===== src/rtl/dbg_auth_pkg.sv =====
package dbg_auth_pkg;
   localparam int unsigned AUTH_DATA_W   = 32;
   localparam int unsigned FLAG_BIT      = 0;
   localparam int unsigned STAT_AUTH_POS = 7;
   localparam int unsigned STAT_BUSY_POS = 6;
   localparam int unsigned VER_W         = 4;
   localparam logic [VER_W-1:0] VER_CUR  = 4'b0011;
   localparam logic [VER_W-1:0] VER_OLD  = 4'b0010;

   typedef enum logic [1:0] {
      ROUTE_BLOCK = 2'd0,
      ROUTE_AUTH  = 2'd1,
      ROUTE_STAT  = 2'd2,
      ROUTE_OPEN  = 2'd3
   } route_e;
endpackage


===== src/rtl/dbg_auth_store.sv =====
module dbg_auth_store #(
   parameter bit          AUTH_EN = 1'b1,
   parameter int unsigned DATA_W  = 32
) (
   input  logic              clk,
   input  logic              rst_n,
   input  logic              dm_rst,
   input  logic              wr,
   input  logic              rd,
   input  logic [DATA_W-1:0] wdata,
   output logic [DATA_W-1:0] rdata,
   output logic              flag,
   output logic              busy
);
   import dbg_auth_pkg::*;

   generate
      if (AUTH_EN) begin : g_real
         logic flag_q;
         logic unused_hi;

         always_ff @(posedge clk or negedge rst_n) begin
            if (!rst_n) begin
               flag_q <= 1'b0;
            end else if (dm_rst) begin
               flag_q <= 1'b0;
            end else if (wr) begin
               flag_q <= wdata[FLAG_BIT];
            end
         end

         assign unused_hi = ^wdata;
         assign flag      = flag_q;
         assign busy      = 1'b0;
         always_comb begin
            rdata           = '0;
            rdata[FLAG_BIT] = rd & flag_q;
         end
      end else begin : g_bypass
         logic unused_in;
         assign unused_in = ^{clk, rst_n, dm_rst, wr, rd, wdata};
         assign flag      = 1'b1;
         assign busy      = 1'b0;
         assign rdata     = '0;
      end
   endgenerate
endmodule


===== src/rtl/dbg_auth_stat.sv =====
module dbg_auth_stat #(
   parameter bit          LEGACY = 1'b0,
   parameter int unsigned DATA_W = 32
) (
   input  logic              flag,
   input  logic              busy,
   output logic [DATA_W-1:0] word
);
   import dbg_auth_pkg::*;

   localparam logic [VER_W-1:0] VER_SEL = LEGACY ? VER_OLD : VER_CUR;

   always_comb begin
      word                = '0;
      word[VER_W-1:0]     = VER_SEL;
      word[STAT_BUSY_POS] = busy;
      word[STAT_AUTH_POS] = flag;
   end
endmodule


===== src/rtl/dbg_auth_filter.sv =====
module dbg_auth_filter #(
   parameter int unsigned ADDR_W    = 7,
   parameter int unsigned AUTH_ADDR = 7'h30,
   parameter int unsigned STAT_ADDR = 7'h11
) (
   input  logic              flag,
   input  logic              req,
   input  logic [ADDR_W-1:0] addr,
   input  logic              halt_i,
   input  logic              resume_i,
   output logic              pass,
   output logic              halt_o,
   output logic              resume_o
);
   import dbg_auth_pkg::*;

   localparam logic [ADDR_W-1:0] A_AUTH = ADDR_W'(AUTH_ADDR);
   localparam logic [ADDR_W-1:0] A_STAT = ADDR_W'(STAT_ADDR);

   route_e route;

   always_comb begin
      if (flag)                route = ROUTE_OPEN;
      else if (addr == A_AUTH) route = ROUTE_AUTH;
      else if (addr == A_STAT) route = ROUTE_STAT;
      else                     route = ROUTE_BLOCK;
   end

   assign pass     = req & (route != ROUTE_BLOCK);
   assign halt_o   = halt_i & (route == ROUTE_OPEN);
   assign resume_o = resume_i & (route == ROUTE_OPEN);
endmodule


===== src/rtl/dbg_auth_gate.sv =====
module dbg_auth_gate #(
   parameter bit          AUTH_EN   = 1'b1,
   parameter bit          LEGACY    = 1'b0,
   parameter int unsigned DATA_W    = 32,
   parameter int unsigned ADDR_W    = 7,
   parameter int unsigned AUTH_ADDR = 7'h30,
   parameter int unsigned STAT_ADDR = 7'h11
) (
   input  logic              clk,
   input  logic              rst_n,
   input  logic              dm_rst,
   input  logic              auth_wr,
   input  logic              auth_rd,
   input  logic [DATA_W-1:0] auth_wdata,
   output logic [DATA_W-1:0] auth_rdata,
   output logic              authenticated,
   output logic              auth_busy,
   output logic [DATA_W-1:0] stat_word,
   input  logic              dmi_req,
   input  logic [ADDR_W-1:0] dmi_addr,
   output logic              dmi_pass,
   input  logic              halt_req_i,
   output logic              halt_req_o,
   input  logic              resume_req_i,
   output logic              resume_req_o
);
   import dbg_auth_pkg::*;

   localparam int unsigned ADDR_SPAN = 1 << ADDR_W;

   generate
      if (DATA_W != AUTH_DATA_W) begin : g_bad_width
         $error("dbg_auth_gate: DATA_W must be 32");
      end
      if (AUTH_ADDR >= ADDR_SPAN || STAT_ADDR >= ADDR_SPAN) begin : g_bad_addr
         $error("dbg_auth_gate: register address outside ADDR_W range");
      end
      if (AUTH_ADDR == STAT_ADDR) begin : g_same_addr
         $error("dbg_auth_gate: data and status addresses must differ");
      end
   endgenerate

   logic flag_w;
   logic busy_w;

   dbg_auth_store #(.AUTH_EN(AUTH_EN), .DATA_W(DATA_W)) u_store (
      .clk   (clk),
      .rst_n (rst_n),
      .dm_rst(dm_rst),
      .wr    (auth_wr),
      .rd    (auth_rd),
      .wdata (auth_wdata),
      .rdata (auth_rdata),
      .flag  (flag_w),
      .busy  (busy_w)
   );

   dbg_auth_stat #(.LEGACY(LEGACY), .DATA_W(DATA_W)) u_stat (
      .flag(flag_w),
      .busy(busy_w),
      .word(stat_word)
   );

   dbg_auth_filter #(.ADDR_W(ADDR_W), .AUTH_ADDR(AUTH_ADDR), .STAT_ADDR(STAT_ADDR)) u_filter (
      .flag    (flag_w),
      .req     (dmi_req),
      .addr    (dmi_addr),
      .halt_i  (halt_req_i),
      .resume_i(resume_req_i),
      .pass    (dmi_pass),
      .halt_o  (halt_req_o),
      .resume_o(resume_req_o)
   );

   assign authenticated = flag_w;
   assign auth_busy     = busy_w;
endmodule


===== config.mk =====
export PLATFORM = sky130hd
export DESIGN_NAME = dbg_auth_gate
export DESIGN_NICKNAME = d
export VERILOG_FILES = /design/src/rtl/dbg_auth_pkg.sv /design/src/rtl/dbg_auth_store.sv /design/src/rtl/dbg_auth_stat.sv /design/src/rtl/dbg_auth_filter.sv /design/src/rtl/dbg_auth_gate.sv
export SDC_FILE = /design/constraint.sdc
export NUM_CORES = 1
export LEC_CHECK = 0
export ABC_AREA = 0
export BUFFER_PORTS_ARGS = -buffer_cell sky130_fd_sc_hd__buf_2
export CORE_MARGIN = 5
export CORE_UTILIZATION = 25
export CTS_BUF_LIST = sky130_fd_sc_hd__clkbuf_16
export CTS_CLUSTER_DIAMETER = 40
export DETAILED_ROUTE_END_ITERATION = 10
export PLACE_DENSITY = 0.81
export SYNTH_ARGS = -nofsm -noshare
export SYNTH_HDL_FRONTEND = slang
export SYNTH_SLANG_ARGS = --single-unit
export TNS_END_PERCENT = 1

===== constraint.sdc =====
create_clock -name clk -period 0.8 [get_ports clk]
set_input_delay 0.04 -clock clk [delete_from_list [all_inputs] [get_ports clk]]
set_output_delay 0.04 -clock clk [all_outputs]
set_load 0.03 [all_outputs]

==> Yosys cells after proc, flatten, opt, wreduce, memory -nomap -nowiden <==
Index checks and enable logic that the tools add are counted.
{ "op_classes": {"addsub": 0, "mul": 0, "div_mod_pow": 0, "magnitude_cmp": 0, "n_eq_ne": 3, "n_shift": 0, "muxes": 5, "n_bitwise": 4, "n_reduce_logical": 2} }
{ "ops": {"columns": ["operator", "count"], "rows": [
  ["7-bit by 5-bit == test with 1-bit output, second input constant", 1],
  ["7-bit by 6-bit == test with 1-bit output, second input constant", 1],
  ["2-bit 2-to-1 mux", 3],
  ["1-bit bitwise AND", 4],
  ["2-bit nonzero test", 2],
  ["2-bit == test, second input constant", 1],
  ["1-bit 2-to-1 mux", 2]
]} }
{ "totals": {"regBits": 1, "latch_bits": 0, "ramBits": 0, "romBits": 0, "in_bits": 47, "output_inout_bits": 69, "elab_cells": 15, "mem_count": 0} }

==> Depth between registers and ports, before layout <==
Gate-level depths: netlist of run 1.
{ "depth": {"depth_word": 6, "mapped_depth": 2, "depth_no_buf": 2} }

==> By module <==
Synthesis of run 1 repeated with hierarchy kept, for this count alone.
{ "unflattened": {"hier_cells": 77, "area_unflattened_um2": 584.3} }
{ "modules_own_cells": {"columns": ["module", "instances", "cells_per_inst", "area_per_inst_um2", "seq_area_each_um2"], "rows": [
  ["dbg_auth_store", 1, 37, 289.0, 25.0],
  ["dbg_auth_stat", 1, 34, 247.7, 0.0],
  ["dbg_auth_filter", 1, 6, 47.5, 0.0]
]} }

==> Least setup slack after synthesis of run 1 <==
No wires, ideal clock.
{ "synth_timing": {"path_type": "register to output", "startpoint": "register u_store.g_real.flag_q (netlist: u_store.flag)", "endpoint": "output port dmi_pass", "arrival_ns": 0.914, "slack_ns": -0.154, "path_stages_with_launch": 2, "n_path_buf": 0, "cell_sequence": "dfrtp_1 -> a32o_1"} }
{ "synth_between": {"elab_chain_cells": 3} }
{ "synth_lines": {"columns": ["item", "line_no", "text"], "rows": [
  ["start, declared", "dbg_auth_store.sv:19", "logic flag_q;"],
  ["start signal, assigned", "dbg_auth_store.sv:28", "flag_q <= wdata[FLAG_BIT];"],
  ["2-bit 2-to-1 mux", "dbg_auth_filter.sv:23", "if (flag) route = ROUTE_OPEN;"],
  ["2-bit nonzero test", "dbg_auth_filter.sv:29", "assign pass = req & (route != ROUTE_BLOCK);"],
  ["1-bit bitwise AND", "dbg_auth_filter.sv:29", null],
  ["end, declared", "dbg_auth_gate.sv:21", "output logic dmi_pass,"]
]} }
Every way passes these cells.

==> Worst setup path in the final report of run 1 <==
Ends and elaborated chain as after synthesis.

==> results of run 1 <==
-- worst paths after layout --
path	to	slack, ns	cells past startpoint
hold / removal	u_store.flag	0.20	2
max in group asynchronous	u_store.flag	0.33	2
hold reg to reg	u_store.flag	0.57	2
setup / recovery	dmi_pass	-0.02	2
min in group asynchronous	u_store.flag	0.38	2
setup reg to reg	u_store.flag	0.09	2
-- cells in the mapped netlist --
master,number
sky130_fd_sc_hd__mux2i_1,1
sky130_fd_sc_hd__and2_1,3
sky130_fd_sc_hd__and4bb_1,1
sky130_fd_sc_hd__conb_1,2
sky130_fd_sc_hd__nor2_1,2
sky130_fd_sc_hd__xor2_1,1
sky130_fd_sc_hd__buf_4,64
sky130_fd_sc_hd__a32o_1,1
sky130_fd_sc_hd__dfrtp_1,1
-- cell families (layout without fill, tap and decap cells) --
| logic type | count (synthesis) | count (layout) | share of synthesized area [%] |
|---|---|---|---|
| AO/OA/AOI/OAI | 1 | 1 | 1.72 |
| XOR/XNOR | 1 | 1 | 1.51 |
| buffers and inverters | 64 | 23 | 82.8 |
| flip-flops | 1 | 1 | 4.31 |
| multiplexers | 1 | 1 | 1.72 |
| other | 2 | 63 | 1.29 |
| AND/OR/NAND/NOR | 6 | 6 | 6.68 |
-- timing repair --
action | in CTS | in global routing
hold buffers | 1 | 0
endpoints found under the setup margin | 2 | 4
resized for setup | 4 | 0
hold endpoints to repair | 1 | 0
pin swaps | 1 | 0
-- critical path: cells and delay by family, from the launching register on --
family / cells / cell delay [ns]
flip-flops: 1 / 0.41
AO/OA/AOI/OAI: 1 / 0.23
buffers and inverters: 1 / 0.13
-- power groups by stage --
stage	registers [mW]	clock network, mW	logic, mW
after floorplan	0.0643	0	0.667
after detailed placement	0.0593	0	0.486
after global placement	0.0583	0	0.485
final	0.0587	0	0.505
after CTS	0.0593	0	0.496
after global routing	0.0594	0	0.530
-- area by class of cell --
class	instances	area, um2	area share, %
Sequential cell	1	26.3	5.20
Timing Repair Buffer	23	135	26.7
Multi-Input combinational cell	72	309	61.1
Tap cell	28	35.0	6.93
-- through the flow --
step | hold WS (ns) | area, um2 | power (mW) | std cells
after global placement | -0.186 | 483 | 0.543 | 123
after detailed placement | -0.184 | 483 | 0.545 | 123
after floorplan | -0.256 | 816 | 0.732 | 137
after global routing | 0.208 | 505 | 0.589 | 124
final | 0.200 | 505 | 0.564 | 124
after CTS | 0.205 | 505 | 0.555 | 124
-- metal layers --
metal | vias to the layer above | part of all wire, % | global-route usage, %
met5 | - | 2.0 | 0
met4 | 2 | 0 | 0
met3 | 2 | 29 | 1.56
met2 | 51 | 50 | 8.39
met1 | 132 | 19 | 2.63
li1 | 146 | - | -
==> PnR_summary.wiki, run 1 <==
{| class="wikitable"
! Metric !! Value
|-
| Share of cells above drive strength 1 || 28.1%
|-
| Clock network power share || 0%
|-
| Leakage Power || 0.357 nW
|-
| Number of warnings printed during yosys synthesis || 0
|-
| Clock-pin slew of the registers on the worst-case setup and hold paths || 0 ns
|-
| Top-Level Pins || 116
|-
| Flip-flop count of the largest register after layout || 1
|-
| Wire length of the first global-routing pass || 1.01 mm
|-
| Post-layout util || 22.9%
|-
| Final slew viol count || 0
|-
| Maximum number of pins on one net before global-route repair || 7
|-
| Average wire per cell in the routed design || 8.02 um
|-
| Setup violators final || 1
|-
| Net total in the final layout || 145
|-
| Drc violations || 0
|-
| F_max || 1230 MHz
|-
| Min-Delay Startpoint || dm_rst
|-
| Number of I/O port buffers || 21
|-
| Clock period minus worst slack || 0.816 ns
|-
| Logic gate share of total power || 89.6%
|-
| Wirelength, routed || 994 um
|-
| Area of the mapped netlist || 581 um2
|-
| Switching component of the power || 0.450 mW
|-
| Site row count || 17
|-
| Combined global-route utilization of all metal layers || 3.60%
|-
| Total die area || 0.00339 mm2
|-
| Share of total power consumed by net switching || 79.8%
|-
| Total via count after detailed routing || 333
|-
| Leading cell type in the layout, fill and taps excluded || sky130_fd_sc_hd__conb_1
|-
| Startpoint kind of the worst setup timing path || flop
|-
| Final hold violation count || 0
|-
| Max VDD drop || 0.278 mV
|-
| Floorplan die height || 58.2 um
|-
| Post-CTS setup buffer count || 0
|-
| Final WS setup || -0.0160 ns
|-
| Part of the total power dissipated in sequential elements || 10.4%
|-
| Crit-path max cell delay || 0.41 ns
|-
| Width of the die || 58.2 um
|-
| Commonest cells after routing, fill and taps aside || sky130_fd_sc_hd__conb_1 (63), sky130_fd_sc_hd__buf_2 (19), sky130_fd_sc_hd__and2_2 (3), sky130_fd_sc_hd__nor2_1 (2), sky130_fd_sc_hd__buf_6 (2)
|-
| Sequential area share after synthesis || 4.31%
|-
| GPL Wtd Cong || 0.627
|-
| Antenna diodes || 0
|-
| Max-cap viol count || 0
|-
| Number of cells produced by synthesis || 76
|-
| Violations in the final reports || negative setup slack
|-
| Antenna-violating nets left || 0
|-
| Endpoint required time on the critical path || 0.76 ns
|-
| Placed wire-length estimate after detailed placement || 945 um
|-
| Top cells by area in the synthesized netlist || sky130_fd_sc_hd__buf_4 (83%), sky130_fd_sc_hd__dfrtp_1 (4.3%), sky130_fd_sc_hd__and2_1 (3.2%), sky130_fd_sc_hd__and4bb_1 (2.2%), sky130_fd_sc_hd__a32o_1 (1.7%)
|-
| Crit path cell chain || a32o_2 -> buf_6
|-
| Internal cell power || 0.114 mW
|-
| Initial standard-cell utilization of the core || 26.2%
|-
| Status || finished with violations
|-
| Worst setup EP type || output port
|-
| Type of the worst setup path || flop to output port
|-
| Total overflow reported by the global router || 0
|-
| Drt via density || 2.69
|-
| Power Dens Cells || 1120 mW/mm2
|-
| Area inside the core boundary || 0.00221 mm2
|-
| Total iterations of the first detailed-routing run || 2
|-
| Later-pin clock latency in the skew report || 0 ns
|-
| Worst flop-to-flop path startpoint || u_store.flag
|-
| Yosys cell types || 9
|-
| Critical path's slowest cell || sky130_fd_sc_hd__dfrtp_2
|-
| Crit. Startpoint || u_store.flag
|-
| Pre-CTS setup slack || -0.0642 ns
|-
| Antenna violations before repair || 1
|-
| Top cell type by total area after synthesis || sky130_fd_sc_hd__buf_4
|-
| Final period util || 102%
|-
| Post-Route Setup TNS || -0.0160 ns
|-
| Share of Yosys cell area claimed by the top area cell type || 82.8%
|-
| Fill cell total of the finished layout || 255
|-
| Average footprint of a synthesized cell || 7.64 um2
|-
| Vias in the first global route || 244
|-
| Type of the worst min-delay path || input port to flop
|-
| Maximum fanout count along the critical path || 6
|-
| Violation count after the first detailed-routing iteration || 2
|-
| Relative area change from synthesis to final layout || -12.9%
|-
| Unrepaired setup endpoints after global routing || yes
|-
| Data arrival time of the critical path || 0.78 ns
|-
| Flop and latch count out of synthesis || 1
|-
| Clock skew || 0 ns
|}
(Power assumes the default switching activity.)
==> run 2: changes to the inputs <==
Settings changed: CTS_BUF_LIST sky130_fd_sc_hd__clkbuf_16 to sky130_fd_sc_hd__clkbuf_4.
Clock period 0.8 ns to 0.9 ns, I/O delays scaled along.
==> run 2 against run 1 <==
The flow now finishes without violations. Clock skew stayed put. Via count shrank 2.7%. Register-to-register slack better by 0.09 ns. Worst hold slack got worse by 0.0064 ns. Utilization shrank 0.57 points. Critical path depth is the same. Final cell count did not move.
==> PnR_summary.wiki, run 2 (synthesis gave the netlist of run 1 again) <==
{| class="wikitable"
! Metric !! Value
|-
| Share of cells above drive strength 1 || 28.1% (unchanged)
|-
| Total iterations of the first detailed-routing run || 2 (unchanged)
|-
| Later-pin clock latency in the skew report || 0 ns (about the same)
|-
| Worst flop-to-flop path startpoint || u_store.flag (unchanged)
|-
| Hold WS || 0.194 ns (was 0.200 ns)
|-
| Final slew viol count || 0 (unchanged)
|-
| Width of the die || 58.2 um (unchanged)
|-
| Clock period minus worst slack || 0.868 ns
|-
| Clock skew || 0 ns (unchanged)
|-
| Min-Delay Startpoint || dm_rst (unchanged)
|-
| Total via count after detailed routing || 324 (was 333)
|-
| Antenna violations before repair || 0 (was 1)
|-
| Type of the worst min-delay path || input port to flop (unchanged)
|-
| Leakage Power || 0.355 nW (was 0.357 nW)
|-
| Clock-pin slew of the registers on the worst-case setup and hold paths || 0 ns (about the same)
|-
| Combined global-route utilization of all metal layers || 3.23% (was 3.60%)
|-
| Average wire per cell in the routed design || 7.56 um (was 8.02 um)
|-
| Total die area || 0.00339 mm2 (unchanged)
|-
| Type of the worst setup path || flop to output port (unchanged)
|-
| Max VDD drop || 0.246 mV (was 0.278 mV)
|-
| Power Dens Cells || 1010 mW/mm2 (was 1120 mW/mm2)
|-
| Vias in the first global route || 227 (was 244)
|-
| Endpoint required time on the critical path || 0.85 ns (was 0.76 ns)
|-
| Final period util || 96.4%
|-
| Data arrival time of the critical path || 0.82 ns (was 0.78 ns)
|-
| GPL Wtd Cong || 0.637 (was 0.627)
|-
| Fill cell total of the finished layout || 247 (was 255)
|-
| Initial standard-cell utilization of the core || 26.2% (unchanged)
|-
| Drt via density || 2.61 (was 2.69)
|-
| Total power draw || 0.496 mW (was 0.564 mW)
|-
| Wirelength, routed || 938 um (was 994 um)
|-
| F_max || 1150 MHz
|-
| Site row count || 17 (unchanged)
|-
| End of the worst hold path || u_store.flag (unchanged)
|-
| Drc violations || 0 (unchanged)
|-
| Floorplan die height || 58.2 um (unchanged)
|-
| Total overflow reported by the global router || 0 (unchanged)
|-
| Post-Route Setup TNS || 0 ns (was -0.0160 ns)
|-
| Worst setup EP type || output port (unchanged)
|-
| Max-cap viol count || 0 (unchanged)
|-
| Wire length of the first global-routing pass || 903 um (was 1.01 mm)
|-
| Unrepaired setup endpoints after global routing || no (was yes)
|-
| Placed wire-length estimate after detailed placement || 908 um (was 945 um)
|-
| Number of I/O port buffers || 21 (unchanged)
|-
| Cells on worst reg2reg path || 2 (unchanged)
|-
| Antenna-violating nets left || 0 (unchanged)
|-
| Commonest cells after routing, fill and taps aside || sky130_fd_sc_hd__conb_1 (63), sky130_fd_sc_hd__buf_2 (21), sky130_fd_sc_hd__and2_2 (3), sky130_fd_sc_hd__nor2_1 (2) (was sky130_fd_sc_hd__conb_1 (63), sky130_fd_sc_hd__buf_2 (19), sky130_fd_sc_hd__and2_2 (3), sky130_fd_sc_hd__nor2_1 (2), sky130_fd_sc_hd__buf_6 (2))
|-
| Startpoint kind of the worst setup timing path || flop (unchanged)
|-
| Setup violators final || 0 (was 1)
|-
| Top-Level Pins || 116 (unchanged)
|-
| Violation count after the first detailed-routing iteration || 1 (was 2)
|-
| Flip-flop count of the largest register after layout || 1 (unchanged)
|-
| Leading cell type in the layout, fill and taps excluded || sky130_fd_sc_hd__conb_1 (unchanged)
|-
| Maximum number of pins on one net before global-route repair || 7 (unchanged)
|-
| Status || finished clean (was finished with violations)
|-
| Net total in the final layout || 145 (unchanged)
|-
| Area inside the core boundary || 0.00221 mm2 (unchanged)
|-
| Setup slack on the worst flop-to-flop path || 0.18 ns (was 0.09 ns)
|-
| Reg-to-reg endpoint || u_store.flag (unchanged)
|-
| Maximum fanout count along the critical path || 6 (unchanged)
|-
| Antenna diodes || 0 (unchanged)
|-
| Final hold violation count || 0 (unchanged)
|-
| Hold-critical path depth || 2 (unchanged)
|-
| Relative area change from synthesis to final layout || -15.1% (was -12.9%)
|}
[run 2: cell counts in the layout (fill, tap and decap cells not counted)]
No cell type changed its count.
[run 2: report_power, final]
group,internal (mW),switching [mW]
Combinational,0.0482,0.395
Sequential,0.0488,0.00371
Clock,0,0
[run 2: area by class of cell]
type	count	area, um2	share of cell area (%)
multi-input combinational	72	309	62.7
tap	28	35.0	7.11
timing repair buffer	23	123	24.9
sequential	1	26.3	5.33
[run 2: through the flow]
| stage | utilization [%] | cells | setup WS [ns] | cell area, um2 |
|---|---|---|---|---|
| 4_1_cts | 22.2 | 124 | 0.0114 | 492 |
| 6_report | 22.3 | 124 | 0.0323 | 493 |
| 3_5_place_dp | 21.8 | 123 | 0.0114 | 482 |
| 2_1_floorplan | - | 137 | -0.00136 | 815 |
| 5_1_grt | 22.3 | 124 | 0.0126 | 493 |
| 3_3_place_gp | 21.8 | 123 | 0.00997 | 482 |
[run 2: per-layer routing]
metal	vias up	share of wire [%]	global-route usage, %
met5	-	0	0
met4	0	0	0
met3	0	33	1.78
met2	51	49	7.26
met1	127	17	2.37
li1	146	-	-
[run 2: how the worst max path moves through the flow]
stage | cells after the start | start | to | slack (ns)
floorplan | 1 | u_store.flag | auth_rdata[0] | -0.001
global placement | 2 | u_store.flag | dmi_pass | 0.01
detailed placement | 2 | u_store.flag | dmi_pass | 0.01
CTS | 2 | u_store.flag | dmi_pass | 0.01
global route | 2 | u_store.flag | dmi_pass | 0.01
finish | 2 | u_store.flag | dmi_pass | 0.03
[run 2: critical path, stage by stage (launching register included)]
cell and delay [ns]:
sky130_fd_sc_hd__dfrtp_2 0.41, sky130_fd_sc_hd__a32o_2 0.24, sky130_fd_sc_hd__buf_2 0.17
[run 2: timing repair]
action                                 4_1_cts  5_1_grt
endpoints found under the hold margin        1        0
setup buffers                                0        0
setup endpoints to repair                    0        1
hold buffers                                 1        0
gates resized for setup                      0        1
==> run 3: changes to the inputs <==
Settings changed: SKIP_CTS_REPAIR_TIMING set to 1.
Clock period 0.9 ns to 0.99 ns, I/O delays scaled along.
==> run 3 against run 2 <==
Sequential share of layout area is 0.11 points lower. Final cell count is 0.81% lower. Routed wire length is 4.5% lower. Via count stayed put. Worst setup slack better by 0.098 ns. Critical path depth stayed put. Register-to-register slack better by 0.07 ns. Die area stayed put. Utilization is 0.62 points lower. Combinational power is 10% lower. Total power is 10% lower. Critical path type unchanged. Critical endpoint unchanged. Largest cell class unchanged. Largest power group unchanged. Highest routed layer unchanged.
==> PnR_summary.wiki, run 3 (synthesis gave the netlist of run 1 again) <==
{| class="wikitable"
! Metric !! Value
|-
| Status || finished clean (unchanged)
|-
| Crit-path max cell delay || 0.41 ns (about the same)
|-
| Final design area excluding fillers || 479 um2 (was 493 um2)
|-
| Flip-flop count of the largest register after layout || 1 (unchanged)
|-
| Violation count after the first detailed-routing iteration || 2 (was 1)
|-
| Placed wire-length estimate after detailed placement || 878 um (was 908 um)
|-
| F_max || 1160 MHz
|-
| GPL Wtd Cong || 0.490 (was 0.637)
|-
| Wirelength, routed || 896 um (was 938 um)
|-
| Total iterations of the first detailed-routing run || 2 (unchanged)
|-
| Max VDD drop || 0.234 mV (was 0.246 mV)
|-
| Area inside the core boundary || 0.00221 mm2 (unchanged)
|-
| Commonest cells after routing, fill and taps aside || sky130_fd_sc_hd__conb_1 (63), sky130_fd_sc_hd__buf_2 (21), sky130_fd_sc_hd__and2_1 (3), sky130_fd_sc_hd__nor2_1 (2) (was sky130_fd_sc_hd__conb_1 (63), sky130_fd_sc_hd__buf_2 (21), sky130_fd_sc_hd__and2_2 (3), sky130_fd_sc_hd__nor2_1 (2))
|-
| Number of I/O port buffers || 21 (unchanged)
|-
| Maximum number of pins on one net before global-route repair || 8 (was 7)
|-
| Crit path cell chain || a32o_1 -> buf_2 (was a32o_2 -> buf_2)
|-
| Post-Place Cell Area || 469 um2 (was 482 um2)
|-
| Unrepaired setup endpoints after global routing || no (unchanged)
|-
| Share of cells above drive strength 1 || 22.1% (was 28.1%)
|-
| Relative area change from synthesis to final layout || -17.5% (was -15.1%)
|-
| Final slew viol count || 0 (unchanged)
|-
| Clock-pin slew of the registers on the worst-case setup and hold paths || 0 ns (about the same)
|-
| Part of the total power dissipated in sequential elements || 10.6% (about the same)
|-
| Combined global-route utilization of all metal layers || 3.10% (was 3.23%)
|-
| Width of the die || 58.2 um (unchanged)
|-
| Final hold violation count || 0 (unchanged)
|-
| Initial standard-cell utilization of the core || 26.2% (unchanged)
|-
| Logic gate share of total power || 89.4% (about the same)
|-
| Critical path's slowest cell || sky130_fd_sc_hd__dfrtp_1 (was sky130_fd_sc_hd__dfrtp_2)
|-
| Average wire per cell in the routed design || 7.28 um (was 7.56 um)
|-
| Drt via density || 2.63 (was 2.61)
|-
| Total die area || 0.00339 mm2 (unchanged)
|-
| Later-pin clock latency in the skew report || 0 ns (about the same)
|-
| Type of the worst setup path || flop to output port (unchanged)
|-
| Worst setup EP type || output port (unchanged)
|-
| Final period util || 86.8%
|-
| Internal cell power || 0.0836 mW (was 0.0970 mW)
|-
| Type of the worst min-delay path || input port to flop (unchanged)
|-
| Maximum fanout count along the critical path || 7 (was 6)
|-
| Floorplan die height || 58.2 um (unchanged)
|-
| Share of total power consumed by net switching || 81.2% (was 80.4%)
|-
| Wire length of the first global-routing pass || 883 um (was 903 um)
|-
| Post-Route Setup TNS || 0 ns (unchanged)
|-
| Switching component of the power || 0.362 mW (was 0.399 mW)
|-
| Clock period minus worst slack || 0.859 ns
|-
| Leading cell type in the layout, fill and taps excluded || sky130_fd_sc_hd__conb_1 (unchanged)
|-
| Clock skew || 0 ns (unchanged)
|-
| Leakage Power || 0.343 nW (was 0.355 nW)
|-
| Data arrival time of the critical path || 0.81 ns (was 0.82 ns)
|-
| Net total in the final layout || 144 (was 145)
|-
| Antenna diodes || 0 (unchanged)
|-
| Antenna violations before repair || 0 (unchanged)
|-
| Setup violators final || 0 (unchanged)
|-
| Post-layout util || 21.7% (was 22.3%)
|-
| Drc violations || 0 (unchanged)
|-
| Total overflow reported by the global router || 0 (unchanged)
|-
| Total via count after detailed routing || 324 (unchanged)
|-
| Power Dens Cells || 930 mW/mm2 (was 1010 mW/mm2)
|-
| Vias in the first global route || 197 (was 227)
|-
| Fill cell total of the finished layout || 258 (was 247)
|-
| Site row count || 17 (unchanged)
|-
| Max-cap viol count || 0 (unchanged)
|-
| Clock network power share || 0% (about the same)
|-
| Startpoint kind of the worst setup timing path || flop (unchanged)
|-
| Total power draw || 0.446 mW (was 0.496 mW)
|-
| Antenna-violating nets left || 0 (unchanged)
|-
| Top-Level Pins || 116 (unchanged)
|-
| Endpoint required time on the critical path || 0.94 ns (was 0.85 ns)
|}
==> run 3: path summary, 6_finish.rpt <==
path,slack (ns),cells past startpoint,start,end
worst min register to register,0.64,2,u_store.flag,u_store.flag
worst max register to register,0.25,2,u_store.flag,u_store.flag
worst min-delay path,0.20,2,dm_rst,u_store.flag
worst max-delay path,0.13,2,u_store.flag,dmi_pass
min in group asynchronous,0.37,2,rst_n,u_store.flag
max in group asynchronous,0.54,2,rst_n,u_store.flag
==> run 3: area by class of cell <==
class                           instances  area, um2  share of cell area (%)
Timing Repair Buffer                   22        115                    24.0
Multi-Input combinational cell         72        304                    63.4
Tap cell                               28       35.0                    7.31
Sequential cell                         1       25.0                    5.22
==> run 3: layer usage <==
| layer | GRT usage (%) | share of wire, % | vias to the layer above | wire, um |
|---|---|---|---|---|
| met1 | 3.42 | 20 | 131 | 177 |
| li1 | - | - | 143 | - |
| met5 | 0 | 0 | - | 0 |
| met3 | 1.56 | 31 | 0 | 278 |
| met2 | 5.65 | 49 | 50 | 440 |
| met4 | 0 | 0 | 0 | 0 |
==> run 3: worst max-delay path: cells and delay by family (launching register included) <==
family,cells,cell delay (ns)
buffers and inverters,1,0.17
flip-flops,1,0.41
AO/OA/AOI/OAI,1,0.23
==> run 3: metrics by stage <==
stage / hold WS (ns) / worst slack [ns] / std cells
2_1_floorplan: -0.246 / 0.0260 / 137
6_report: 0.205 / 0.131 / 123
4_1_cts: -0.174 / 0.121 / 122
3_3_place_gp: -0.175 / 0.128 / 122
3_5_place_dp: -0.173 / 0.114 / 122
5_1_grt: 0.238 / 0.0879 / 123
==> run 3: power groups by stage <==
stage | clock network, mW | registers (mW) | logic, mW
after floorplan | 0 | 0.0514 | 0.538
after global placement | 0 | 0.0475 | 0.385
after detailed placement | 0 | 0.0479 | 0.387
after CTS | 0 | 0.0477 | 0.388
after global routing | 0 | 0.0485 | 0.418
final | 0 | 0.0475 | 0.398
